### config.mk
export PLATFORM = sky130hd
export DESIGN_NAME = jtag_shift_master
export DESIGN_NICKNAME = d
export VERILOG_FILES = /design/src/rtl/jsm_pkg.sv /design/src/rtl/jsm_tck_div.sv /design/src/rtl/jsm_shifter.sv /design/src/rtl/jtag_shift_master.sv
export SDC_FILE = /design/constraint.sdc
export NUM_CORES = 1
export LEC_CHECK = 0
export BUFFER_PORTS_ARGS = -buffer_cell sky130_fd_sc_hd__buf_2
export CAP_MARGIN = 20
export CORE_ASPECT_RATIO = 1.75
export CORE_MARGIN = 3
export CORE_UTILIZATION = 65
export CTS_CLUSTER_DIAMETER = 30
export DETAILED_ROUTE_END_ITERATION = 7
export PLACE_DENSITY = 0.86
export SLEW_MARGIN = 20
export SYNTH_ARGS = -nofsm -noshare
export SYNTH_HDL_FRONTEND = slang
export SYNTH_SLANG_ARGS = --single-unit
### constraint.sdc
create_clock -name clk -period 5.7 [get_ports clk]
set_input_delay 1.14 -clock clk [delete_from_list [all_inputs] [get_ports clk]]
set_output_delay 1.14 -clock clk [all_outputs]
set_load 0.05 [all_outputs]
### src/rtl/jsm_pkg.sv
package jsm_pkg;

    typedef enum logic [1:0] {
        OP_SHIFT = 2'd0,
        OP_RESET = 2'd1,
        OP_TO_DR = 2'd2,
        OP_TO_IR = 2'd3
    } jsm_op_e;

    typedef enum logic [2:0] {
        ST_IDLE,
        ST_RESET,
        ST_PATH,
        ST_SHIFT,
        ST_POST,
        ST_DONE
    } jsm_state_e;

endpackage

### src/rtl/jsm_tck_div.sv
module jsm_tck_div #(
    parameter int DIV_W = 8
) (
    input  logic             clk,
    input  logic             rst_n,
    input  logic             load,
    input  logic             run,
    input  logic [DIV_W-1:0] half_div,
    output logic             tck,
    output logic             rise,
    output logic             fall
);
    localparam logic [DIV_W-1:0] MIN_HALF = DIV_W'(2);

    logic [DIV_W-1:0] half_q;
    logic [DIV_W-1:0] cnt;
    logic             edge_w;
    logic [DIV_W-1:0] half_eff;

    assign half_eff = (half_div < MIN_HALF) ? MIN_HALF : half_div;
    assign edge_w   = run && (cnt == '0);
    assign rise     = edge_w && !tck;
    assign fall     = edge_w && tck;

    always_ff @(posedge clk or negedge rst_n) begin
        if (!rst_n) begin
            half_q <= MIN_HALF;
            cnt    <= '0;
            tck    <= 1'b0;
        end else if (load) begin
            half_q <= half_eff;
            cnt    <= half_eff - DIV_W'(1);
            tck    <= 1'b0;
        end else if (edge_w) begin
            cnt <= half_q - DIV_W'(1);
            tck <= ~tck;
        end else if (run) begin
            cnt <= cnt - DIV_W'(1);
        end
    end

    // every TCK level lasts at least two system clocks
    a_r10_min_half: assert property (@(posedge clk) disable iff (!rst_n)
        ($rose(tck) || $fell(tck)) |=> $stable(tck));

endmodule

### src/rtl/jsm_shifter.sv
module jsm_shifter #(
    parameter int DATA_W = 32,
    parameter int LEN_W  = 6
) (
    input  logic              clk,
    input  logic              rst_n,
    input  logic              load,
    input  logic [DATA_W-1:0] data,
    input  logic [LEN_W-1:0]  len,
    input  logic              lsb_first,
    input  logic              cap_en,
    input  logic              adv_en,
    input  logic              tdo,
    output logic              tdi,
    output logic [DATA_W-1:0] result
);
    logic [DATA_W-1:0] sreg;
    logic [DATA_W-1:0] cap;
    logic [LEN_W-1:0]  len_q;
    logic              lsb_q;

    always_ff @(posedge clk or negedge rst_n) begin
        if (!rst_n) begin
            sreg  <= '0;
            cap   <= '0;
            len_q <= LEN_W'(DATA_W);
            lsb_q <= 1'b1;
        end else if (load) begin
            // MSB-first words are left-aligned so the next bit is always the top bit
            sreg  <= lsb_first ? data : (data << (DATA_W - int'(len)));
            cap   <= '0;
            len_q <= len;
            lsb_q <= lsb_first;
        end else begin
            if (adv_en)
                sreg <= lsb_q ? (sreg >> 1) : (sreg << 1);
            if (cap_en)
                cap <= lsb_q ? {tdo, cap[DATA_W-1:1]} : {cap[DATA_W-2:0], tdo};
        end
    end

    assign tdi    = lsb_q ? sreg[0] : sreg[DATA_W-1];
    assign result = lsb_q ? (cap >> (DATA_W - int'(len_q))) : cap;

endmodule

### src/rtl/jtag_shift_master.sv
module jtag_shift_master
    import jsm_pkg::*;
#(
    parameter int DATA_W   = 32,
    parameter int DIV_W    = 8,
    parameter int RESET_HI = 5,
    parameter int LEN_W    = $clog2(DATA_W + 1)
) (
    input  logic              clk,
    input  logic              rst_n,
    input  logic [DIV_W-1:0]  half_div,
    input  logic              cmd_start,
    input  logic [1:0]        cmd_op,
    input  logic [DATA_W-1:0] cmd_data,
    input  logic [LEN_W-1:0]  cmd_len,
    input  logic              cmd_lsb_first,
    input  logic              cmd_exit,
    input  logic              cmd_to_idle,
    output logic              tck,
    output logic              tms,
    output logic              tdi,
    input  logic              tdo,
    output logic              busy,
    output logic              done,
    output logic [DATA_W-1:0] rdata
);
    localparam int IDX_W = LEN_W;
    localparam logic [LEN_W-1:0] FULL_LEN = LEN_W'(DATA_W);

    jsm_state_e       state;
    logic [IDX_W-1:0] idx;
    logic [IDX_W-1:0] last_idx;
    logic [LEN_W-1:0] len_q;
    logic [LEN_W-1:0] len_eff;
    logic             exit_q;
    logic             idle_q;
    logic [3:0]       pat_q;
    logic [1:0]       plast_q;
    logic             start_ok;
    logic             is_last;
    logic             run;
    logic             rise;
    logic             fall;
    logic             sh_tdi;

    assign start_ok = cmd_start && (state == ST_IDLE);
    assign len_eff  = ((cmd_len == '0) || (cmd_len > FULL_LEN)) ? FULL_LEN : cmd_len;
    assign run      = (state != ST_IDLE) && (state != ST_DONE);
    assign is_last  = (idx == last_idx);

    always_comb begin
        unique case (state)
            ST_RESET: last_idx = IDX_W'(RESET_HI);
            ST_PATH:  last_idx = IDX_W'(plast_q);
            ST_SHIFT: last_idx = IDX_W'(len_q - LEN_W'(1));
            ST_POST:  last_idx = IDX_W'(1);
            default:  last_idx = '0;
        endcase
    end

    jsm_tck_div #(.DIV_W(DIV_W)) div_i (
        .clk(clk), .rst_n(rst_n), .load(start_ok), .run(run),
        .half_div(half_div), .tck(tck), .rise(rise), .fall(fall)
    );

    jsm_shifter #(.DATA_W(DATA_W), .LEN_W(LEN_W)) shf_i (
        .clk(clk), .rst_n(rst_n), .load(start_ok && (cmd_op == OP_SHIFT)),
        .data(cmd_data), .len(len_eff), .lsb_first(cmd_lsb_first),
        .cap_en(rise && (state == ST_SHIFT)), .adv_en(fall && (state == ST_SHIFT)),
        .tdo(tdo), .tdi(sh_tdi), .result(rdata)
    );

    // State register: steps advance on the falling TCK edge
    always_ff @(posedge clk or negedge rst_n) begin
        if (!rst_n) begin
            state   <= ST_IDLE;
            idx     <= '0;
            len_q   <= FULL_LEN;
            exit_q  <= 1'b0;
            idle_q  <= 1'b0;
            pat_q   <= '0;
            plast_q <= '0;
        end else begin
            unique case (state)
                ST_IDLE: begin
                    if (start_ok) begin
                        idx    <= '0;
                        len_q  <= len_eff;
                        exit_q <= cmd_exit;
                        idle_q <= cmd_to_idle;
                        unique case (jsm_op_e'(cmd_op))
                            OP_SHIFT: state <= ST_SHIFT;
                            OP_RESET: state <= ST_RESET;
                            OP_TO_DR: begin
                                state   <= ST_PATH;
                                pat_q   <= 4'b0001;
                                plast_q <= 2'd2;
                            end
                            OP_TO_IR: begin
                                state   <= ST_PATH;
                                pat_q   <= 4'b0011;
                                plast_q <= 2'd3;
                            end
                            default: state <= ST_IDLE;
                        endcase
                    end
                end
                ST_RESET, ST_PATH, ST_SHIFT, ST_POST: begin
                    if (fall) begin
                        if (is_last) begin
                            idx   <= '0;
                            state <= ((state == ST_SHIFT) && exit_q && idle_q) ? ST_POST : ST_DONE;
                        end else begin
                            idx <= idx + IDX_W'(1);
                        end
                    end
                end
                ST_DONE: state <= ST_IDLE;
                default: state <= ST_IDLE;
            endcase
        end
    end

    // Outputs
    always_comb begin
        tms  = 1'b0;
        tdi  = 1'b0;
        busy = (state != ST_IDLE);
        done = (state == ST_DONE);
        unique case (state)
            ST_RESET: tms = (idx < IDX_W'(RESET_HI));
            ST_PATH:  tms = pat_q[idx[1:0]];
            ST_SHIFT: begin
                tms = exit_q && is_last;
                tdi = sh_tdi;
            end
            ST_POST:  tms = (idx == '0);
            default:  tms = 1'b0;
        endcase
    end

    // mode and data lines hold while TCK is high
    a_r9_tms_held: assert property (@(posedge clk) disable iff (!rst_n)
        tck |-> $stable(tms));
    a_r9_tdi_held: assert property (@(posedge clk) disable iff (!rst_n)
        tck |-> $stable(tdi));
    // done is a single-cycle pulse inside busy, and busy ends only there
    a_r11_done_in_busy: assert property (@(posedge clk) disable iff (!rst_n)
        done |-> busy);
    a_r11_done_single: assert property (@(posedge clk) disable iff (!rst_n)
        done |=> !done);
    a_r11_busy_end: assert property (@(posedge clk) disable iff (!rst_n)
        $fell(busy) |-> $past(done));

endmodule

Word level (Yosys, flattened, before mapping)
Cells that the tools add are included.
- flip-flop bits (word level): 111
- input bits: 55
- logic and storage cells: 105
- order comparisons: 4
- reduce and logical (&&, ||, !) cells: 31
- shift-type cells: 2
- eq/ne operators: 13
- $add $sub $neg: 7
- muxes and demuxes: 33
- bitwise logic cells: 1
- operator list (cell ; count):
    $mux 32 ; 8
    $mux 8 ; 4
    $shl 32x32->32 ; 1
    $shr 32x32->32 ; 1
    $mux 6 ; 4
    $pmux 6 s4 ; 1
    $sub 8x1->8 const B ; 3
    $sub 6x6->7 const A ; 2
    $logic_not 6->1 ; 2
    $pmux 6 s2 ; 1
    $logic_and 1x1->1 ; 11
    $reduce_bool 2->1 ; 5
    $mux 3 ; 3
    $pmux 3 s3 ; 1
    $reduce_and 3->1 ; 3
    $logic_not 8->1 ; 1
    $lt 8x2->1 const B ; 1
    $pmux 4 s2 ; 1
    $add 6x1->6 const B ; 1
    $eq 3x2->1 const B ; 2
    $eq 3x3->1 const B ; 2
    $eq 6x6->1 ; 1
    $gt 6x6->1 const B ; 1
    $lt 6x3->1 const B ; 1
    21 further kinds ; 30

Logic depth before layout (Yosys ltp)
- depth in word-level cells: 7
- mapped depth: 14
- depth with buffers taken out: 10

Modules after synthesis
A second synthesis with hierarchy kept.
- cell total of the unflattened synthesis: 1184
- area, all modules: 10705.3 um^2
- modules (own cells, without submodules) (module ; area an instance (um^2) ; cells each ; times used):
    jsm_shifter ; 8232.9 ; 900 ; 1
    jtag_shift_master ; 1440.1 ; 172 ; 1
    jsm_tck_div ; 1032.2 ; 112 ; 1

Worst setup path before layout
Ideal clock, no wire load.
- kind: reg-to-output
- start: register shf_i.len_q[0]
- end: output port rdata[2]
- path slack: 1046 ps
- stages on the path, launching flop included: 11
- required time: 4560 ps
- arrival time: 3514 ps
- cell sequence: dfrtp_1 buf_2 inv_1 ha_1 clkbuf_1 clkbuf_1 clkbuf_1 and3_1 o21ai_0 o22a_1 o21ai_0
- longest elaborated chain between the ends: 3
- RTL lines (element ; RTL line ; RTL):
    start, declared ; jsm_shifter.sv:19 ; logic [LEN_W-1:0] len_q;
    start signal, assigned ; jsm_shifter.sv:26 ; len_q <= LEN_W'(DATA_W);
    start signal, assigned ; jsm_shifter.sv:32 ; len_q <= len;
    $sub 6x6->7 ; jsm_shifter.sv:43 ; assign result = lsb_q ? (cap >> (DATA_W - int'(len_q))) : cap;
    $shr 32x32->32 ; jsm_shifter.sv:43 ;
    $mux 32 ; jsm_shifter.sv:43 ;
    end, declared ; jtag_shift_master.sv:25 ; output logic [DATA_W-1:0] rdata
No other way between the ends.

Worst setup path after layout
- start: register shf_i.len_q[0]
- end: output port rdata[3]
Same word-level chain as after synthesis.

==> flow_summary.json <==
{
  "run_status": "complete, no violations",
  "cts.sinks": 107,
  "cp.required_ps": 4560,
  "gp_congestion": 1.04,
  "cts_tree": "done",
  "layout.area.seq_sq_um": 2690,
  "critPathMaxStageDelay_ps": 660,
  "cts_max_level": 3,
  "r2r_end": "shf_i.sreg[27]",
  "ys_seq_area_share_pct": 27.3,
  "crit_top_cell": "buf_4",
  "start_kind": "register",
  "netlist.area_leader.share_pct": 26.2,
  "wl_microns": 30800,
  "synth_cell_types": 76,
  "root_buffer": "clkbuf_16",
  "r2r_slack_ps": 1890,
  "wl_met2_microns": 15900,
  "fin_nets": 1287,
  "finClkSkew_ps": 14.7,
  "min_path_cells": 2,
  "setup_viol": 0,
  "die_area_sq_um": 16700,
  "slew_headroom_pct": 37.3,
  "cts_resized": 0,
  "synth_top_area_cell": "dfrtp_1",
  "grt_pass1_vias": 9568,
  "cp_cell_sequence": "buf_4 -> nor3_1 -> xor2_2 -> buf_4 -> mux2_2 -> nand2_1 -> o22ai_1 -> a21oi_1 -> o21ai_0 -> buf_2",
  "synth_area_per_cell_sq_um": 8.14,
  "cts.clk_slew.worst_paths_ps": 80,
  "crit_arrival_ps": 3600,
  "wl_met3_microns": 2210,
  "syn-num-nets": 1269,
  "slew_viol_final": 0,
  "ioPinCount": 92,
  "ys.flop_type": "dfrtp_1",
  "cp_max_fo": 38,
  "area_growth_pct": 8.05,
  "hold_class": "register to register",
  "reg2reg_from": "state[1]",
  "synth_area_sq_um": 9820,
  "holdBufCountCts": 0,
  "fmaxAchievable_ghz": 0.211,
  "numCtsBuffers": 9,
  "wire_per_inst_microns": 21.8,
  "powerDensity_nw_per_um2": 630,
  "crit_start": "shf_i.len_q[0]",
  "n_fill_cell": 1189,
  "route.vias.total": 10000,
  "maxCapViolCount": 0,
  "setup_ws_ps": 960,
  "core_sq_um": 14600,
  "numPortBuffers": 91,
  "start_util_pct": 67.3,
  "netlist_instances": 1207,
  "die_x_microns": 98.9,
  "period_minus_slack_ps": 4740,
  "dp_slack_ps": 1370,
  "end_kind": "output port",
  "grt_antenna_before_repair": 0,
  "rows": 58,
  "ys_ff_latch": 107,
  "grt_overflow": 0,
  "synth.most_common_cell": "nand2_1",
  "synth_edf_count": 0,
  "final_core_util_pct": 72.8,
  "hold_violations": 0,
  "dp_cells": 1393,
  "criticalPathCategory": "register to output port",
  "grt_util_all_layers_pct": 36.4,
  "setup_tns_ps": 0,
  "drcViolationCount": 0,
  "tightest_slew_ps": 941,
  "diodes": 0,
  "drive_above_1_share_pct": 16.1,
  "whs_ps": 479,
  "multi_input_area_sq_um": 6620,
  "hold_end": "div_i.half_q[5]",
  "cts_max_path_buffers": 2,
  "rsz0062_at_grt": "false",
  "grt_pass1_wl_microns": 49100,
  "dr.first_iter.drc_count": 841,
  "die_y_microns": 169,
  "finalCritPeriodShare_pct": 83.2,
  "insertion_delay_ps": 360,
  "ys_warn_count": 0,
  "hpwl_microns": 22800,
  "rr_worst_depth": 6,
  "via_per_inst": 7.10,
  "p_leak_nw": 4.37,
  "async_reset_ff_share_pct": 100,
  "yosys-top-cells-count": "164 x nand2_1, 116 x mux2i_1, 103 x dfrtp_1",
  "post_cts_buffers": 0,
  "wl_met1_microns": 10900,
  "min-delay-start": "div_i.half_q[5]",
  "synth.top_cells.by_area": "dfrtp_1 26%, mux2i_1 12%, mux4_2 7.8%",
  "cp_slowest_cell": "xor2_2",
  "grt_max_degree": 74,
  "ir_worst_vdd_mv": 0.338,
  "dr.pass1.iters": 5,
  "highest_layer": "met4",
  "final_cells": 1410,
  "ant_nets": 0
}
-- final cells by class --
cell class	count	share of cell area (%)
multi-input cells	956	62.4
clock inverters	7	0.766
repair buffers	115	5.99
inverters	36	1.27
clock buffers	9	2.12
well taps	180	2.12
flip-flops and latches	107	25.3
-- critical path, delay by kind of cell, from the launching register on --
kind	cells	cell delay, ps
multiplexers	1	360
AND/OR/NAND/NOR	2	590
buffers and inverters	3	900
XOR/XNOR	1	660
flip-flops	1	400
AO/OA/AOI/OAI	3	330
-- cells by family (layout without fill, tap and decap cells) --
family / Yosys count / in the layout / synth area share, %
flip-flops: 107 / 107 / 27.3
AO/OA/AOI/OAI: 374 / 374 / 24.7
multiplexers: 160 / 160 / 20.8
XOR/XNOR: 23 / 23 / 2.19
AND/OR/NAND/NOR: 392 / 392 / 18.2
adder cells (fa/ha/maj): 7 / 7 / 0.892
buffers and inverters: 144 / 167 / 5.94
-- per-layer routing --
metal	vias up	global-route usage, %
li1	4537	-
met5	-	0
met4	0	19.1
met2	563	64.7
met1	4773	42.4
met3	141	4.21
-- sequential cells by signal, summed over array words and instances (netlist names), 3 cells and up --
| signal | cells |
|---|---|
| div_i.cnt | 8 |
| div_i.half_q | 8 |
| idx | 6 |
| len_q | 6 |
| shf_i.cap | 32 |
| shf_i.len_q | 6 |
| shf_i.sreg | 32 |
| state | 3 |
-- worst max path at each step --
| stage | end | slack, ps | cells past startpoint |
|---|---|---|---|
| after floorplan | rdata[2] | 1050 | 10 |
| after global placement | rdata[3] | 1440 | 10 |
| after detailed placement | rdata[3] | 1370 | 10 |
| after CTS | rdata[3] | 990 | 10 |
| after global routing | rdata[3] | 730 | 10 |
| final | rdata[3] | 960 | 10 |
-- report_power, final --
group / total, W / internal, W / switching, W
Sequential: 0.00159 / 0.00110 / 0.000491
Clock: 0.000640 / 0.000314 / 0.000326
Combinational: 0.00445 / 0.00167 / 0.00278
-- per-stage QoR --
stage                     cell area (sq um)  total power, W
after global routing                  10600         0.00710
final                                 10600         0.00668
after detailed placement              10300         0.00592
after global placement                10300         0.00584
after floorplan                        9820         0.00487
after CTS                             10600         0.00658
-- cell usage in the layout, fill, tap and decap left out, types with 9 or more instances in the layout --
master	n
a211oi_1	57
a21oi_1	84
a31oi_1	20
buf_2	91
buf_4	24
clkbuf_16	9
dfrtp_1	102
inv_1	36
mux2_2	10
mux2i_1	116
mux4_2	34
nand2_1	164
nand2b_1	10
nand3_1	37
nor2_1	91
nor2b_1	17
nor3_1	22
o211ai_1	17
o21ai_0	87
o221ai_1	16
o22ai_1	24
xnor2_1	10
(Power assumes the default switching activity.)
